--- src/rtl/stpin_pkg.sv ---
`timescale 1ns/1ps
package stpin_pkg;
  typedef enum logic [3:0] {
    FN_BUSY  = 4'd0,
    FN_FRAME = 4'd1,
    FN_VALID = 4'd2,
    FN_CLOCK = 4'd3
  } fn_sel_e;

  typedef struct packed {
    logic [3:0] sel;
    logic       inv;
    logic       oe;
    logic       pulse_mode;
    logic       wide;
  } pin_cfg_t;
endpackage

--- src/rtl/stpin_valid_shaper.sv ---
`timescale 1ns/1ps
module stpin_valid_shaper #(
  parameter int NARROW_CYC = 40,
  parameter int WIDE_CYC   = 80
) (
  input  logic clk,
  input  logic rst_n,
  input  logic evt_in,
  input  logic pulse_mode,
  input  logic wide,
  output logic shaped_out
);
  localparam int MAX_CYC = (WIDE_CYC > NARROW_CYC) ? WIDE_CYC : NARROW_CYC;
  localparam int CW      = $clog2(MAX_CYC + 1);

  logic          evt_prev;
  logic [CW-1:0] remain;
  logic          evt_rise;
  logic [CW-1:0] load_val;

  assign evt_rise = evt_in & ~evt_prev;
  assign load_val = wide ? CW'(WIDE_CYC) : CW'(NARROW_CYC);

  always_ff @(posedge clk or negedge rst_n) begin
    if (!rst_n) begin
      evt_prev <= 1'b0;
      remain   <= '0;
    end else begin
      evt_prev <= evt_in;
      if (evt_rise)
        remain <= load_val;
      else if (remain != '0)
        remain <= remain - CW'(1);
    end
  end

  assign shaped_out = pulse_mode ? (remain != '0) : evt_in;
endmodule

--- src/rtl/stpin_func_mux.sv ---
`timescale 1ns/1ps
module stpin_func_mux
  import stpin_pkg::*;
(
  input  logic [3:0] sel,
  input  logic       tx_mode,
  input  logic       op_busy,
  input  logic       access_end,
  input  logic       frame_sync,
  input  logic       valid_shaped,
  input  logic       tx_dclk,
  input  logic       rx_rclk,
  output logic       raw_out
);
  always_comb begin
    case (sel)
      FN_BUSY:  raw_out = op_busy;
      FN_FRAME: raw_out = tx_mode ? access_end : frame_sync;
      FN_VALID: raw_out = valid_shaped;
      FN_CLOCK: raw_out = tx_mode ? tx_dclk : rx_rclk;
      default:  raw_out = 1'b0;
    endcase
  end
endmodule

--- src/rtl/stpin_pad_drive.sv ---
`timescale 1ns/1ps
module stpin_pad_drive (
  input  logic clk,
  input  logic rst_n,
  input  logic raw_in,
  input  logic inv,
  input  logic oe,
  output logic pin_out,
  output logic pin_oe
);
  always_ff @(posedge clk or negedge rst_n) begin
    if (!rst_n) begin
      pin_out <= 1'b0;
      pin_oe  <= 1'b0;
    end else begin
      pin_out <= oe ? (raw_in ^ inv) : 1'b0;
      pin_oe  <= oe;
    end
  end
endmodule

--- src/rtl/status_pin_mux.sv ---
`timescale 1ns/1ps
module status_pin_mux
  import stpin_pkg::*;
#(
  parameter int NARROW_CYC = 40,
  parameter int WIDE_CYC   = 80
) (
  input  logic       clk,
  input  logic       rst_n,
  input  logic       tx_mode,
  input  logic       op_busy,
  input  logic       access_end,
  input  logic       frame_sync,
  input  logic       pkt_valid,
  input  logic       tx_dclk,
  input  logic       rx_rclk,
  input  logic [3:0] cfg_sel,
  input  logic       cfg_inv,
  input  logic       cfg_oe,
  input  logic       cfg_pulse,
  input  logic       cfg_wide,
  output logic       pin_out,
  output logic       pin_oe
);
  pin_cfg_t cfg;
  logic     valid_shaped;
  logic     raw_sel;

  assign cfg = '{sel: cfg_sel, inv: cfg_inv, oe: cfg_oe,
                 pulse_mode: cfg_pulse, wide: cfg_wide};

  stpin_valid_shaper #(.NARROW_CYC(NARROW_CYC), .WIDE_CYC(WIDE_CYC)) u_shaper (
    .clk(clk), .rst_n(rst_n), .evt_in(pkt_valid),
    .pulse_mode(cfg.pulse_mode), .wide(cfg.wide), .shaped_out(valid_shaped)
  );

  stpin_func_mux u_mux (
    .sel(cfg.sel), .tx_mode(tx_mode), .op_busy(op_busy),
    .access_end(access_end), .frame_sync(frame_sync),
    .valid_shaped(valid_shaped), .tx_dclk(tx_dclk), .rx_rclk(rx_rclk),
    .raw_out(raw_sel)
  );

  stpin_pad_drive u_pad (
    .clk(clk), .rst_n(rst_n), .raw_in(raw_sel), .inv(cfg.inv),
    .oe(cfg.oe), .pin_out(pin_out), .pin_oe(pin_oe)
  );
endmodule

--- config.mk ---
export PLATFORM = sky130hd
export DESIGN_NAME = status_pin_mux
export DESIGN_NICKNAME = d
export VERILOG_FILES = /design/src/rtl/stpin_pkg.sv /design/src/rtl/stpin_valid_shaper.sv /design/src/rtl/stpin_func_mux.sv /design/src/rtl/stpin_pad_drive.sv /design/src/rtl/status_pin_mux.sv
export SDC_FILE = /design/constraint.sdc
export NUM_CORES = 1
export LEC_CHECK = 0
export CORE_AREA = 3 3 40 42
export CTS_CLUSTER_DIAMETER = 150
export DETAILED_ROUTE_END_ITERATION = 7
export DIE_AREA = 0 0 43 45
export DONT_BUFFER_PORTS = 1
export HOLD_SLACK_MARGIN = 0.08
export SETUP_SLACK_MARGIN = 0.3
export SLEW_MARGIN = 30
export SYNTH_ARGS = -nofsm -noshare
export SYNTH_HDL_FRONTEND = slang
export SYNTH_HIERARCHICAL = 1
export SYNTH_SLANG_ARGS = --single-unit
--- constraint.sdc ---
create_clock -name clk -period 3.2 [get_ports clk]
set_clock_uncertainty 0.15 [all_clocks]
set_input_delay 0.16 -clock clk [delete_from_list [all_inputs] [get_ports clk]]
set_output_delay 0.16 -clock clk [all_outputs]
set_load 0.01 [all_outputs]
[Yosys cells after proc, flatten, opt, wreduce, memory -nomap -nowiden]
Cells that the tools add are included.
Storage, ports and cells
  logic and storage cells: 22
  input port bits: 17
  output and inout bits: 2
  register bits: 10
Cells by class
  reductions and logical operators: 3
  multiplexer cells: 8
  equality and inequality tests: 3
  bitwise logic cells: 3
  $add $sub $neg: 1
Operators with widths (count)
  7-bit 2-to-1 mux: 3
  4-bit by 2-bit == test with 1-bit output, second input constant: 2
  7-bit nonzero test: 1
  7-bit by 1-bit subtractor with 7-bit output, second input constant: 1
  4-bit by 1-bit == test with 1-bit output, second input constant: 1
  4-bit zero test: 1
  1-bit 2-to-1 mux: 4
  1-bit one-hot mux with 4 select lines: 1
  2-bit nonzero test: 1
  1-bit bitwise AND: 1
  1-bit NOT: 1
  1-bit XOR: 1

[Longest topological paths before layout]
Gate-level depths: netlist of run 1.
  depth in word-level cells: 5
  gate-level depth with buffers: 11
  mapped depth without buffers: 10

[By module]
The synthesis of run 1 kept the hierarchy.
Modules (own cells, without submodules)
  stpin_valid_shaper: seq. area each 200.2 um^2, area each 435.4 um^2, cells an instance 42, times used 1
  stpin_pad_drive: seq. area each 50.0 um^2, area each 65.1 um^2, cells an instance 4, times used 1
  stpin_func_mux: seq. area each 0.0 um^2, area each 55.1 um^2, cells an instance 5, times used 1

[Least setup slack after synthesis of run 1]
OpenSTA, ideal clock, no wires.
  kind: reg-to-reg
  start point: reg u_shaper.remain[0]
  end point: reg u_pad.pin_out
  stages on the path, launching flop included: 12
  path slack: 619 ps
  arrival time: 2312 ps
  required time: 2931 ps
  library setup time: 119 ps
  path buffers: 1
  clock period less this slack: 2581 ps
  path through: dfrtp_1 -> inv_1 -> ha_1 -> or4b_1 -> buf_2 -> or3_1 -> mux2_2 -> mux2i_1 -> or2_0 -> a211oi_2 -> xor2_1 -> and2_1
Between the ends
  cells in the longest elaborated chain, start to end: 5
RTL lines
  from (decl): line stpin_valid_shaper.sv:17  | logic [CW-1:0] remain;
  from (signal assigned): line stpin_valid_shaper.sv:31  | remain <= load_val;
  from (signal assigned): line stpin_valid_shaper.sv:33  | remain <= remain - CW'(1);
  7-bit nonzero test: line stpin_valid_shaper.sv:37  | assign shaped_out = pulse_mode ? (remain != '0) : evt_in;
  1-bit 2-to-1 mux: line stpin_valid_shaper.sv:37
  net valid_shaped: line status_pin_mux.sv:26  | logic valid_shaped;
  1-bit one-hot mux with 4 select lines: line stpin_func_mux.sv:16  | case (sel)
  net raw_sel: line status_pin_mux.sv:27  | logic raw_sel;
  1-bit XOR: line stpin_pad_drive.sv:16  | pin_out <= oe ? (raw_in ^ inv) : 1'b0;
  1-bit 2-to-1 mux: line stpin_pad_drive.sv:16
  to (signal assigned): line stpin_pad_drive.sv:16
  to (decl): line stpin_pad_drive.sv:8  | output logic pin_out,
The timed path passes the listed nets, and every way through them passes these cells.
A chain may end at the register's enable or synchronous reset.

[Worst setup path in the final report of run 1]
Ends and elaborated chain as after synthesis.

==> run metrics, run 1 <==
Sink Count 10; maximum number of pins on one net before global-route repair 11; Avg Inst Size Synth 10.9 um2; Max Fanout on Critical Path 6; setup violators final 0; RSZ-0062 raised after global routing no; # fillers 115; Critical Path RT 3.20 ns; Worst-Skew Late Latency 0.27 ns; share of layout cells above drive strength 1 0.136; Worst EP arrival 2.74 ns; final wirelength 975 um; CP top delay family simple AND/OR/NAND/NOR gates; pwr dens 722 mW/mm2; pre-CTS WS 0.487 ns; Detail Route Antenna Nets 0; Mapped Cells 51; Sw Pwr 0.167 mW; worst setup path start u_shaper/remain[0]$_DFFE_PN0P_; worst flop-to-flop path startpoint u_shaper/remain[0]$_DFFE_PN0P_; clk root buf clkbuf_4; vias in the first global route 431; Post-synth EDFFs 0; n_diodes 0; Synth Flop Type dfrtp_1; syn nets 69; Starting Density 0.432; worst-path cell with the longest stage delay or4b_1; Pint 0.303 mW; dominant cell type by area after synthesis dfrtp_1; row count 13; maximum clock frequency 365 MHz; Crit. End Element flip-flop; largest cells by area after synthesis dfrtp_1 (45%), mux4_2 (4.1%), nand2b_1 (3.4%), xor2_1 (3.2%), o21ai_0 (2.7%); distinct cell type count after synthesis 30; sequential fraction of the synthesis area 0.450; CTS tree built; gr usage total 0.118; Pwr Total 0.470 mW; normalized max-slew margin 0.694; VDD IR max 0.000228 V; drt initial violations 1; area grow syn2layout 17.1%; DRT Pass-1 Iters 4; Fin. Hold Viols 0; Clock Path Buffers 2; routed vias/inst 5.59; synthesized area 556 um2; vias 414; core box area 0.00128 mm2; Final Slew Violations 0; Leak 0.265 nW; Setup TNS Final 0 ns; share of the synthesized area in the top cell type 0.450; outcome complete, no violations; Avg WL per Cell 13.2 um; Sw Ratio 0.355; initial antenna violation count 0; startpoint class of the critical path flip-flop; CP peak stage delay 0.55 ns; WS Path Type flip-flop to flip-flop; number of nets in the final layout 79; Slew @ Worst Pin 0.458 ns; Hold Crit Class primary input to asynchronous set/reset pin; Final Critical Period 2.74 ns; multi-input logic area 282 um2; most frequent cells in the layout dfrtp_1 (10), dlygate4sd3_1 (7); first-pass GRT wire length 1690 um; cts bufs inserted 3; asr flop ratio synth 1.00; drc violations 0; flops & latches, synth 10; Max-Cap Viols 0; Die Area 0.00194 mm2; crit path cell chain inv_1, ha_1, or4b_1, or3_1, mux2_2, mux2i_1, or2_0, a211oi_2, xor2_1, and2_1; Die Height 45 um; gr ovfl total 0; clock network fraction of total power 0.181; IO Pins 19; port buffer count 0; H-tree Lvls 1; Die Wd 43 um; Reg area 250 um2; Worst Path Buf+Inv 1; synth warn 6; combinational share of power 0.354; clock-pin transition on the worst setup and hold timing paths 0.07 ns; post-DP HPWL 721 um; most common cell after layout, fill and taps aside dfrtp_1; Seq pwr share 0.466; Final WS setup 0.458 ns; GPL Wtd Cong 0.697; Period Utilization, post-route 0.857
[routing by layer]
layer / vias to the layer above / routed length, um / global-route usage
met5: - / 0 / 0
met4: 0 / 14 / 0.0723
met3: 2 / 74 / 0.0239
met2: 18 / 416 / 0.180
met1: 189 / 469 / 0.156
li1: 205 / - / -
[sequential cells by signal, summed over array words and instances (netlist names)]
signal,count
u_shaper/evt_prev,1
u_pad/pin_out,1
u_pad/pin_oe,1
u_shaper/remain,7
[cells in the mapped netlist (2+ instances only)]
master	n
dfrtp_1	10
nand2_1	3
nand2b_1	3
o21ai_0	3
inv_1	2
nor2b_1	2
nor4_1	2
o31ai_1	2
or3_1	2
xor2_1	2
[through the flow]
stage | utilization | instance area (um2) | hold slack (ns) | instances
after floorplan | - | 556 | -0.286 | 51
after global placement | 0.434 | 558 | -0.285 | 64
after detailed placement | 0.434 | 558 | -0.285 | 64
after CTS | 0.506 | 651 | 0.126 | 74
after global routing | 0.506 | 651 | 0.166 | 74
final | 0.506 | 651 | 0.125 | 74
[repair_timing]
| action | CTS | global route |
|---|---|---|
| hold endpoints to repair | 18 | 0 |
| hold buffers | 7 | 0 |
| setup buffers | 0 | 0 |
| gates resized for setup | 0 | 0 |
[worst reg2reg max path, stage by stage (launching register included)]
cell,delay [ns]
dfrtp_1,0.41
inv_1,0.07
ha_1,0.18
or4b_1,0.55
or3_1,0.37
mux2_2,0.27
mux2i_1,0.12
or2_0,0.14
a211oi_2,0.08
xor2_1,0.13
and2_1,0.15
[layout make-up]
cell class	count	area share
Sequential cell	10	0.385
Tap cell	15	0.0288
Timing Repair Buffer	7	0.108
Inverter	2	0.0115
Clock buffer	3	0.0346
Multi-Input combinational cell	37	0.433
[power groups by stage]
stage / logic (mW) / clock network (mW) / registers, mW
3_5_place_dp: 0.154 / 0 / 0.221
5_1_grt: 0.188 / 0.0913 / 0.227
3_3_place_gp: 0.153 / 0 / 0.220
6_report: 0.166 / 0.0849 / 0.219
4_1_cts: 0.166 / 0.0883 / 0.218
2_1_floorplan: 0.156 / 0 / 0.201
[cells by family (layout without fill, tap and decap cells)]
logic type      after synthesis  count (layout)  share of synthesized area
compound gates               12              12                      0.162
fa+ha+maj                     1               1                     0.0225
buf+inv                       4              12                     0.0428
flops                        10              10                      0.450
xor+xnor                      3               3                     0.0473
mux                           3               3                     0.0788
simple gates                 18              18                      0.196
[path summary, 6_finish.rpt]
kind                                                        to  slack, ns  cells after the start
max in group asynchronous               u_pad/pin_oe$_DFF_PN0_       2.45                      1
worst max register to register         u_pad/pin_out$_DFF_PN0_       0.46                     10
min in group clk                       u_pad/pin_out$_DFF_PN0_       0.13                      4
worst max-delay path                   u_pad/pin_out$_DFF_PN0_       0.46                     10
worst min register to register  u_shaper/remain[2]$_DFFE_PN0P_       0.45                      2
worst min-delay path            u_shaper/remain[1]$_DFFE_PN0P_       0.13                      1
Note: power is estimated with default switching activity, not from simulation.
==> run 2: changes to the inputs <==
Settings changed: PLACE_DENSITY_LB_ADDON set to 0.25.
==> run metrics, run 2 (same netlist as run 1, synthesis figures left out) <==
cts bufs inserted 3 (unchanged); setup violators final 0 (unchanged); gr usage total 0.132 (+0.0133); Clock Path Buffers 2 (unchanged); maximum number of pins on one net before global-route repair 11 (unchanged); cts hold-fix bufs 7 (unchanged); Final Critical Period 2.74 ns (-0.00665 ns); Die Height 45 um (unchanged); Reg area 250 um2 (unchanged); Layout Utilization 0.517 (+0.0107); Final Slew Violations 0 (unchanged); max reg flops 7 (unchanged); normalized max-slew margin 0.682 (-0.0117); core box area 0.00128 mm2 (unchanged); outcome complete, no violations; met3 Usage GRT 0.0558 (+0.0319); RSZ-0062 raised after global routing no; routed vias/inst 5.92 (+5.8%); WS Path Type flip-flop to flip-flop; VDD IR max 0.000314 V (+38%); gr ovfl total 0 (unchanged); startpoint class of the critical path flip-flop; CTS tree built; Worst EP arrival 2.74 ns (about the same); Avg WL per Cell 14.7 um (+12%); post-CTS setup buffer count 0 (unchanged); H-tree Lvls 1 (unchanged); FF-to-FF path depth 10 (unchanged); Post-CTS Resized 0 (unchanged); multi-input logic area 282 um2 (unchanged); initial antenna violation count 0 (unchanged); Final WS setup 0.464 ns (+0.00665 ns); Detail Route Antenna Nets 0 (unchanged); number of nets in the final layout 79 (unchanged); vias in the first global route 463 (+7.4%); n_diodes 0 (unchanged); share of layout cells above drive strength 1 0.150 (+0.0144); Fin. Hold Viols 0 (unchanged); area grow syn2layout 19.6%; port buffer count 0 (unchanged); most common cell after layout, fill and taps aside dfrtp_1; drt initial violations 9 (+8); DRT Pass-1 Iters 4 (unchanged); met2 Track Usage GR 0.213 (+0.0329); global routing usage on met1 0.148 (-0.00830); Hold Path Stages 3; most crowded layer after global routing met2; flop2flop setup slack 0.46 ns (about the same); pre-CTS WS 0.499 ns (+0.0124 ns); GPL Wtd Cong 0.721 (+3.5%); Max-Cap Viols 0 (unchanged); clock-pin transition on the worst setup and hold timing paths 0.07 ns (about the same); maximum clock frequency 366 MHz (+0.24%); Hold Crit Class primary input to flip-flop; clk root buf clkbuf_4; Period Utilization, post-route 0.855 (-0.00208); Worst-Skew Late Latency 0.26 ns (about the same); Leak 0.272 nW (+2.7%); Max Fanout on Critical Path 6 (unchanged); Die Area 0.00194 mm2 (unchanged); Slew @ Worst Pin 0.475 ns (+0.0175 ns); Starting Density 0.432 (unchanged); pwr dens 766 mW/mm2 (+6.1%); most frequent cells in the layout dfrtp_1 (10), dlygate4sd3_1 (7); first-pass GRT wire length 1840 um (+8.6%); IO Pins 19 (unchanged); Die Wd 43 um (unchanged); Critical Path RT 3.21 ns (about the same); Setup TNS Final 0 ns (unchanged); row count 13 (unchanged); vias 444 (+7.2%); drc violations 0 (unchanged); # fillers 115 (unchanged); final wirelength 1100 um (+13%); Crit. End Element flip-flop; Sink Count 10 (unchanged); register bank with the most flops u_shaper/remain
[run 2: cell types whose count changed in the layout (fill, tap and decap cells not counted)]
cell / delta
clkbuf_8: +1
[run 2: worst paths after layout]
check | start | end
min in group asynchronous | rst_n | u_shaper/remain[0]$_DFFE_PN0P_
worst min register to register | u_shaper/remain[0]$_DFFE_PN0P_ | u_shaper/remain[0]$_DFFE_PN0P_
worst max-delay path | u_shaper/remain[0]$_DFFE_PN0P_ | u_pad/pin_out$_DFF_PN0_
worst min-delay path | pkt_valid | u_shaper/remain[6]$_DFFE_PN0P_
max in group asynchronous | rst_n | u_pad/pin_out$_DFF_PN0_
worst max register to register | u_shaper/remain[0]$_DFFE_PN0P_ | u_pad/pin_out$_DFF_PN0_
[run 2: critical path, stage by stage (launching register included)]
cell and delay (ns):
dfrtp_1 0.40, inv_1 0.07, ha_1 0.18, or4b_1 0.56, or3_1 0.37, mux2_2 0.27, mux2i_1 0.12, or2_0 0.14
a211oi_2 0.08, xor2_1 0.14, and2_1 0.16
[run 2: layout make-up]
cell class | instances | share of cell area
multi-input combinational | 37 | 0.424
inverter | 2 | 0.0113
sequential | 10 | 0.377
tap | 15 | 0.0282
clock buffer | 4 | 0.0546
timing repair buffer | 7 | 0.105
[run 2: power by group]
| part | internal [mW] | total (mW) | switching [mW] |
|---|---|---|---|
| Combinational | 0.0919 | 0.176 | 0.0837 |
| Sequential | 0.169 | 0.220 | 0.0504 |
| Clock | 0.0691 | 0.114 | 0.0447 |
[run 2: metrics by stage]
stage | instance area [um2] | hold slack, ns | std cells | total power, mW
after floorplan | 556 | -0.286 | 51 | 0.357
after global placement | 558 | -0.285 | 64 | 0.377
after detailed placement | 558 | -0.285 | 64 | 0.383
after CTS | 664 | 0.0979 | 75 | 0.511
after global routing | 664 | 0.115 | 75 | 0.550
final | 664 | 0.106 | 75 | 0.509
[run 2: metal layers]
layer | wire, um | vias up
met5 | 0 | -
met4 | 9 | 0
met3 | 107 | 2
met2 | 522 | 24
met1 | 463 | 211
li1 | - | 207
